===== src/rtl/flash_poll_pkg.sv =====
package flash_poll_pkg;

    localparam int          LANE_W     = 8;
    localparam int          TOGGLE_BIT = 6;
    localparam int          FAULT_BIT  = 5;
    localparam logic [7:0]  RESET_CMD  = 8'hF0;

    typedef enum logic [2:0] {
        ST_IDLE,
        ST_RD_OLD,
        ST_RD_NEW,
        ST_EVAL,
        ST_RST_WR,
        ST_FINISH
    } poll_state_t;

    typedef enum logic [1:0] {
        RES_NONE    = 2'b00,
        RES_DONE    = 2'b01,
        RES_FAIL    = 2'b10,
        RES_TIMEOUT = 2'b11
    } poll_res_t;

endpackage


===== src/rtl/toggle_pair_eval.sv =====
module toggle_pair_eval
    import flash_poll_pkg::*;
#(
    parameter int LANES = 2
) (
    input  logic [LANES*LANE_W-1:0] older_i,
    input  logic [LANES*LANE_W-1:0] newer_i,
    output logic                    toggling_o,
    output logic                    fault_o
);

    logic [LANES-1:0] lane_diff;
    logic [LANES-1:0] lane_fault;

    for (genvar g = 0; g < LANES; g++) begin : g_lane
        // bit 6 compared across the pair; bit 5 only from the older read
        assign lane_diff[g]  = older_i[g*LANE_W+TOGGLE_BIT] ^ newer_i[g*LANE_W+TOGGLE_BIT];
        assign lane_fault[g] = older_i[g*LANE_W+FAULT_BIT];
    end

    assign toggling_o = |lane_diff;
    assign fault_o    = |lane_fault;

endmodule


===== src/rtl/poll_timeout.sv =====
module poll_timeout #(
    parameter int LIMIT = 100000
) (
    input  logic clk,
    input  logic rst_n,
    input  logic clear_i,
    input  logic run_i,
    output logic expired_o
);

    localparam int               CNT_W   = $clog2(LIMIT + 1);
    localparam logic [CNT_W-1:0] LIMIT_C = CNT_W'(LIMIT);

    logic [CNT_W-1:0] cnt_q;

    always_ff @(posedge clk or negedge rst_n) begin
        if (!rst_n) begin
            cnt_q <= '0;
        end else if (clear_i) begin
            cnt_q <= '0;
        end else if (run_i && (cnt_q != LIMIT_C)) begin
            cnt_q <= cnt_q + 1'b1;
        end
    end

    assign expired_o = (cnt_q == LIMIT_C);

    p_cnt_bound_r8: assert property (@(posedge clk) disable iff (!rst_n)
        cnt_q <= LIMIT_C);

    p_clear_r8: assert property (@(posedge clk) disable iff (!rst_n)
        clear_i |=> (cnt_q == '0));

endmodule


===== src/rtl/toggle_poll_engine.sv =====
module toggle_poll_engine
    import flash_poll_pkg::*;
#(
    parameter int LANES       = 2,
    parameter int ADDR_W      = 24,
    parameter int TIMEOUT_CYC = 100000
) (
    input  logic                    clk,
    input  logic                    rst_n,
    input  logic                    start_i,
    input  logic [ADDR_W-1:0]       poll_addr_i,
    input  logic [ADDR_W-1:0]       base_addr_i,
    output logic                    bus_req_o,
    output logic                    bus_we_o,
    output logic [ADDR_W-1:0]       bus_addr_o,
    output logic [LANES*LANE_W-1:0] bus_wdata_o,
    input  logic [LANES*LANE_W-1:0] bus_rdata_i,
    input  logic                    bus_rdy_i,
    output logic                    busy_o,
    output logic                    done_o,
    output logic [1:0]              result_o
);

    localparam int DATA_W = LANES * LANE_W;

    poll_state_t        state_q, state_d;
    poll_res_t          res_q, res_d;
    logic               res_set;
    logic [ADDR_W-1:0]  addr_q, base_q;
    logic [DATA_W-1:0]  older_q, newer_q;
    logic               start_acc;
    logic               toggling, fault, expired;

    assign start_acc = (state_q == ST_IDLE) && start_i;

    toggle_pair_eval #(.LANES(LANES)) u_eval (
        .older_i    (older_q),
        .newer_i    (newer_q),
        .toggling_o (toggling),
        .fault_o    (fault)
    );

    poll_timeout #(.LIMIT(TIMEOUT_CYC)) u_timer (
        .clk       (clk),
        .rst_n     (rst_n),
        .clear_i   (start_acc),
        .run_i     (busy_o),
        .expired_o (expired)
    );

    // state register
    always_ff @(posedge clk or negedge rst_n) begin
        if (!rst_n) state_q <= ST_IDLE;
        else        state_q <= state_d;
    end

    // datapath registers
    always_ff @(posedge clk or negedge rst_n) begin
        if (!rst_n) begin
            addr_q  <= '0;
            base_q  <= '0;
            older_q <= '0;
            newer_q <= '0;
            res_q   <= RES_NONE;
        end else begin
            if (start_acc) begin
                addr_q <= poll_addr_i;
                base_q <= base_addr_i;
                res_q  <= RES_NONE;
            end else if (res_set) begin
                res_q <= res_d;
            end
            if ((state_q == ST_RD_OLD) && bus_rdy_i) older_q <= bus_rdata_i;
            if ((state_q == ST_RD_NEW) && bus_rdy_i) newer_q <= bus_rdata_i;
        end
    end

    // next state
    always_comb begin
        state_d = state_q;
        res_d   = res_q;
        res_set = 1'b0;
        unique case (state_q)
            ST_IDLE: begin
                if (start_i) state_d = ST_RD_OLD;
            end
            ST_RD_OLD: begin
                if (bus_rdy_i) begin
                    state_d = ST_RD_NEW;
                end else if (expired) begin
                    state_d = ST_FINISH;
                    res_d   = RES_TIMEOUT;
                    res_set = 1'b1;
                end
            end
            ST_RD_NEW: begin
                if (bus_rdy_i) begin
                    state_d = ST_EVAL;
                end else if (expired) begin
                    state_d = ST_FINISH;
                    res_d   = RES_TIMEOUT;
                    res_set = 1'b1;
                end
            end
            ST_EVAL: begin
                if (!toggling) begin
                    state_d = ST_FINISH;
                    res_d   = RES_DONE;
                    res_set = 1'b1;
                end else if (fault) begin
                    state_d = ST_RST_WR;
                end else if (expired) begin
                    state_d = ST_FINISH;
                    res_d   = RES_TIMEOUT;
                    res_set = 1'b1;
                end else begin
                    state_d = ST_RD_OLD;
                end
            end
            ST_RST_WR: begin
                if (bus_rdy_i) begin
                    state_d = ST_FINISH;
                    res_d   = RES_FAIL;
                    res_set = 1'b1;
                end
            end
            ST_FINISH: begin
                state_d = ST_IDLE;
            end
            default: begin
                state_d = ST_IDLE;
            end
        endcase
    end

    // outputs
    always_comb begin
        bus_req_o   = 1'b0;
        bus_we_o    = 1'b0;
        bus_addr_o  = addr_q;
        bus_wdata_o = '0;
        busy_o      = (state_q != ST_IDLE);
        done_o      = (state_q == ST_FINISH);
        unique case (state_q)
            ST_RD_OLD, ST_RD_NEW: begin
                bus_req_o = 1'b1;
            end
            ST_RST_WR: begin
                bus_req_o   = 1'b1;
                bus_we_o    = 1'b1;
                bus_addr_o  = base_q;
                bus_wdata_o = {LANES{RESET_CMD}};
            end
            default: ;
        endcase
    end

    assign result_o = res_q;

    p_hold_req_r2: assert property (@(posedge clk) disable iff (!rst_n)
        (bus_req_o && !bus_rdy_i && !expired) |=>
            (bus_req_o && $stable(bus_addr_o) && $stable(bus_we_o)));

    p_fail_after_write_r7: assert property (@(posedge clk) disable iff (!rst_n)
        (done_o && (result_o == RES_FAIL)) |-> $past(bus_req_o && bus_we_o && bus_rdy_i));

    p_no_write_else_r7: assert property (@(posedge clk) disable iff (!rst_n)
        (done_o && (result_o != RES_FAIL)) |-> !$past(bus_we_o));

    p_done_pulse_r9: assert property (@(posedge clk) disable iff (!rst_n)
        done_o |=> !done_o);

    p_result_quiet_r9: assert property (@(posedge clk) disable iff (!rst_n)
        (busy_o && !done_o) |-> (result_o == RES_NONE));

    p_start_ignored_r10: assert property (@(posedge clk) disable iff (!rst_n)
        (busy_o && !done_o) |=> $stable(addr_q));

endmodule


===== config.mk =====
export PLATFORM = sky130hd
export DESIGN_NAME = toggle_poll_engine
export DESIGN_NICKNAME = d
export VERILOG_FILES = /design/src/rtl/flash_poll_pkg.sv /design/src/rtl/toggle_pair_eval.sv /design/src/rtl/poll_timeout.sv /design/src/rtl/toggle_poll_engine.sv
export SDC_FILE = /design/constraint.sdc
export NUM_CORES = 1
export LEC_CHECK = 0
export ABC_AREA = 1
export ABC_CLOCK_PERIOD_IN_PS = 1650
export BUFFER_PORTS_ARGS = -buffer_cell sky130_fd_sc_hd__buf_2
export CORE_AREA = 2 2 124 126
export CTS_CLUSTER_DIAMETER = 60
export DETAILED_ROUTE_END_ITERATION = 6
export DIE_AREA = 0 0 126 128
export GPL_TIMING_DRIVEN = 1
export MAX_ROUTING_LAYER = met4
export SLEW_MARGIN = 20
export SYNTH_ARGS = -nofsm -noshare
export SYNTH_HDL_FRONTEND = slang
export SYNTH_HIERARCHICAL = 1
export SYNTH_SLANG_ARGS = --single-unit

===== constraint.sdc =====
create_clock -name clk -period 1.65 [get_ports clk]
set_input_delay 0 -clock clk [delete_from_list [all_inputs] [get_ports clk]]
set_output_delay 0 -clock clk [all_outputs]
set_load 0.02 [all_outputs]

* Yosys cells after proc, flatten, opt, wreduce, memory -nomap -nowiden *
Index checks and enable logic that the tools add are counted.

storage, ports and cells
  register bits after elaboration = 100
  output and inout port bits = 46
  logic and storage cells = 66

operators by class
  add/subtract/negate cells = 1
  equal/unequal tests = 12
  muxes and demuxes = 29
  bitwise operators = 2
  reductions and logical operators = 15

operators with widths
  cell                                                 count
  two-way mux 17 bit                                   2
  two-way mux 24 bit                                   1
  two-way mux 3 bit                                    8
  adder 17 x 1 -> 17 bit, second input constant        1
  equality test 17 bit, second input constant          1
  != test 17 bit, second input constant                1
  two-way mux 16 bit                                   1
  case mux 3 bit (5 select lines)                      1
  two-way mux 2 bit                                    7
  two-way mux 1 bit                                    7
  equality test 3 x 2 -> 1 bit, second input constant  2
  equality test 3 bit, second input constant           2
  case mux 2 bit (3 select lines)                      1
  OR reduction 2 bit                                   3
  AND reduction 5 bit                                  1
  logical AND 1 bit                                    4
  != test 2 bit, second input constant                 2
  != test 4 bit, second input constant                 1
  nonzero test 2 bit                                   2
  nonzero test 4 bit                                   1
  equality test 3 x 1 -> 1 bit, second input constant  1
  logical NOT 3 bit                                    1
  != test 3 x 2 -> 1 bit, second input constant        1
  != test 3 bit, second input constant                 1
  5 further kinds                                      6

* Logic depth before layout (Yosys ltp) *
  depth after elaboration = 7
  gate-level depth with buffers = 16
  mapped depth without buffers = 16

* By module *
The synthesis kept the hierarchy.

by module, submodules not included
  module              times used  cells an instance  area each (um2)  seq. area each (um2)
  toggle_poll_engine  1           473                3808.7           2127.0
  poll_timeout        1           179                1224.9           425.4
  toggle_pair_eval    1           8                  37.5             0.0

* Worst setup path before layout *
No wires, ideal clock.

  kind = flip-flop to flip-flop
  start point = register state_q[0]
  end point = register u_timer.cnt_q[9]
  library setup time = 118 ps
  arrival time = 1466 ps
  data required time = 1532 ps
  setup slack = 66 ps
  stages on the path, launching flop included = 11
  buffers on the path = 2
  cell sequence = dfrtp_1 -> nor2_4 -> nand3_2 -> inv_2 -> buf_4 -> inv_1 -> nand2_4 -> clkinv_2 -> buf_12 -> nand2_1 -> nand2_1

on the way
  longest elaborated chain between the ends = 3
  elaborated cells on any way between the ends = 6

ends and longest elaborated chain
  what                                                      line                      RTL
  from (decl)                                               toggle_poll_engine.sv:26  poll_state_t state_q, state_d;
  from (signal assigned)                                    toggle_poll_engine.sv:54  else state_q <= state_d;
  logical NOT 3 bit (*)                                     toggle_poll_engine.sv:34  assign start_acc = (state_q == ST_IDLE) && start_i;
  logical AND 1 bit (*)                                     toggle_poll_engine.sv:34
  named net start_acc                                       toggle_poll_engine.sv:31  logic start_acc;
  two-way mux 17 bit or nonzero test 2 bit (tied branches)  n/a
  to (signal assigned)                                      poll_timeout.sv:22        cnt_q <= cnt_q + 1'b1;
  to (decl)                                                 poll_timeout.sv:14        logic [CNT_W-1:0] cnt_q;

Mark *: on every way through the listed nets, which the timed path passes. The rest lies on a longest branch.
A chain may end at the register's enable or synchronous reset.

* Final worst setup path *
  start point = register state_q[1]
  end point = output bus_addr_o[9]

on the way
  longest elaborated chain between the ends = 2

ends and longest elaborated chain
  what                 line                       RTL
  equality test 3 bit  toggle_poll_engine.sv:144  unique case (state_q)
  two-way mux 24 bit   toggle_poll_engine.sv:144
  to (decl)            toggle_poll_engine.sv:15   output logic [ADDR_W-1:0] bus_addr_o,

No other way between the ends.

==> impl_metrics.env <==
export IMPL_first_pass_iters=4
export IMPL_clock_tree_from_tritoncts="yes"
export IMPL_numCtsBuffers=9
export IMPL_grt_pass1_vias=3733
export IMPL_min_path_cells=3
export IMPL_starting_density_of_the_core_pct=27.8
export IMPL_clk_path_buf_depth=2
export IMPL_placed_area_um2=4820
export IMPL_drt_first_iter_violations=192
export IMPL_avgSynthCellArea_um2=7.24
export IMPL_average_wire_length_per_cell_after_detail_routing_um=11.7
export IMPL_worst_ir_drop_vdd_v=0.000576
export IMPL_io_pins=114
export IMPL_setup_failing_eps_final=0
export IMPL_cts_num_sinks=76
export IMPL_rr_worst_depth=12
export IMPL_critical_path_startpoint_type="register"
export IMPL_port_buffers=93
export IMPL_via_per_instance_ratio=4.26
export IMPL_grt_max_degree=53
export IMPL_die_w_um=126
export IMPL_placed_cells=845
export IMPL_critPathArrivalTime_ns=1.55
export IMPL_slew_viol_final=0
export IMPL_synthesis_instances=570
export IMPL_hold_violations=0
export IMPL_power_switching_share_pct=43.0
export IMPL_gp_congestion=0.846
export IMPL_insertion_delay_ns=0.35
export IMPL_min_period_over_period_pct=93.7
export IMPL_fin_worst_skew_ns=0.00719
export IMPL_die_h_um=128
export IMPL_hold_slack_ns=0.0197
export IMPL_clockPowerShare_pct=21.3
export IMPL_ctsHtreeMaxLevel=3
export IMPL_grt_first_pass_wirelength_um=17500
export IMPL_power_switching_mw=4.10
export IMPL_run_status="completed"
export IMPL_worstSetupEndpointType="primary output"
export IMPL_final_nets=794
export IMPL_power_static_leakage_nw=3.13
export IMPL_overflow=0
export IMPL_antenna_found_initial=0
export IMPL_internal_power_mw=5.45
export IMPL_post_route_drc_count=0
export IMPL_synth_warning_count=6
export IMPL_final_common_cell="nand2_1"
export IMPL_rows=45
export IMPL_core_area_um2=14900
export IMPL_global_route_usage_total_pct=14.1
export IMPL_synth_area_um2=4130
export IMPL_layout_cells_non_filler=917
export IMPL_sequentialPowerShare_pct=31.6
export IMPL_cts_root_buf="clkbuf_16"
export IMPL_comb_pwr_share_pct=47.1
export IMPL_fin_crit_ns=1.55
export IMPL_cellPowerDensity_nw_per_um2=1660
export IMPL_min_path_type="in2reg"
export IMPL_detail_route_wirelength_um=10700
export IMPL_design_die_area_um2=16100
export IMPL_n_fill_cell=1536
export IMPL_diodes=0
export IMPL_design_area_um2=5750
export IMPL_drive_above_1_share_pct=25.0
export IMPL_antenna_left=0
export IMPL_vias=3905
export IMPL_timing_max_cap_violations=0
export IMPL_detailedPlacementHpwl_um=7130
export IMPL_crit_type="reg2out"
export IMPL_clock_fmax_mhz=647
export IMPL_cp_data_required_time_ns=1.65
export IMPL_relative_area_change_from_synthesis_to_final_layout_pct=39.2
export IMPL_critical_path_max_fanout=17
export IMPL_register_clock_pin_slew_on_the_reported_worst_setup_and_hold_paths_ns=0.06
export IMPL_mostFrequentLayoutCells="nand2_1 (298), buf_2 (90), dfrtp_1 (76)"
[critical path, stage by stage (launching register included)]
cell     delay [ns]
dfrtp_1        0.40
nor2_4         0.14
nand2_2        0.11
buf_4          0.22
nand2_1        0.08
nand2_1        0.08
buf_4          0.16
[timing repair]
action / in CTS / in global routing
setup buffers: 0 / 3
resized for setup: 3 / 24
endpoints found under the setup margin: 33 / 46
pin swaps: 1 / 6
hold endpoints to repair: 87 / 0
hold buffers: 53 / 0
[final cells by class]
type	count	area, µm²	share of cell area (%)
inverters	38	148	2.57
multi-input cells	423	1870	32.6
clock buffers	9	225	3.92
flip-flops and latches	76	1900	33.1
clock inverters	7	82.6	1.44
well taps	188	235	4.09
repair buffers	176	1280	22.3
[routing by layer]
metal | wire length [µm] | track usage [%] | up-vias
met4 | 204 | 5.75 | 0
met3 | 398 | 2.92 | 20
li1 | - | - | 2029
met1 | 4940 | 17.1 | 1777
met5 | 0 | - | -
met2 | 5150 | 22.8 | 79
[final timing paths]
check	startpoint	endpoint	slack, ns
max in group asynchronous	rst_n	base_q[17]$_DFFE_PN0P_	0.92
worst min register to register	addr_q[0]$_DFFE_PN0P_	addr_q[0]$_DFFE_PN0P_	0.48
worst max-delay path	state_q[1]$_DFFE_PN0P_	bus_addr_o[9]	0.10
min in group asynchronous	rst_n	base_q[13]$_DFFE_PN0P_	0.14
worst max register to register	u_timer/cnt_q[0]$_DFFE_PN0P_	u_timer/cnt_q[11]$_DFFE_PN0P_	0.10
worst min-delay path	bus_rdy_i	state_q[1]$_DFFE_PN0P_	0.02
[power groups by stage]
stage	Clock [mW]	Sequential, mW	Combinational (mW)
after global placement	0	3.02	4.24
after detailed placement	0	3.03	4.28
after global routing	2.19	3.11	5.04
after CTS	2.10	3.01	4.39
final	2.04	3.02	4.49
after floorplan	0	2.99	3.14
[flip-flops by register name, indices dropped and copies added, names as in the netlist]
signal	cells
u_timer/cnt_q	17
state_q	3
newer_q	2
result_o	2
addr_q	24
older_q	4
base_q	24
[through the flow]
step | setup TNS [ns] | worst slack (ns) | total power, mW | util [%]
floorplan | 0 | 0.0663 | 6.13 | -
global placement | 0 | 0.0308 | 7.26 | 32.4
detailed placement | -0.0424 | -0.0182 | 7.31 | 32.4
CTS | 0 | 0.00764 | 9.50 | 38.1
global route | -0.0440 | -0.0129 | 10.3 | 38.7
finish | 0 | 0.104 | 9.55 | 38.7
No activity file was read; power rests on OpenSTA's default activity.
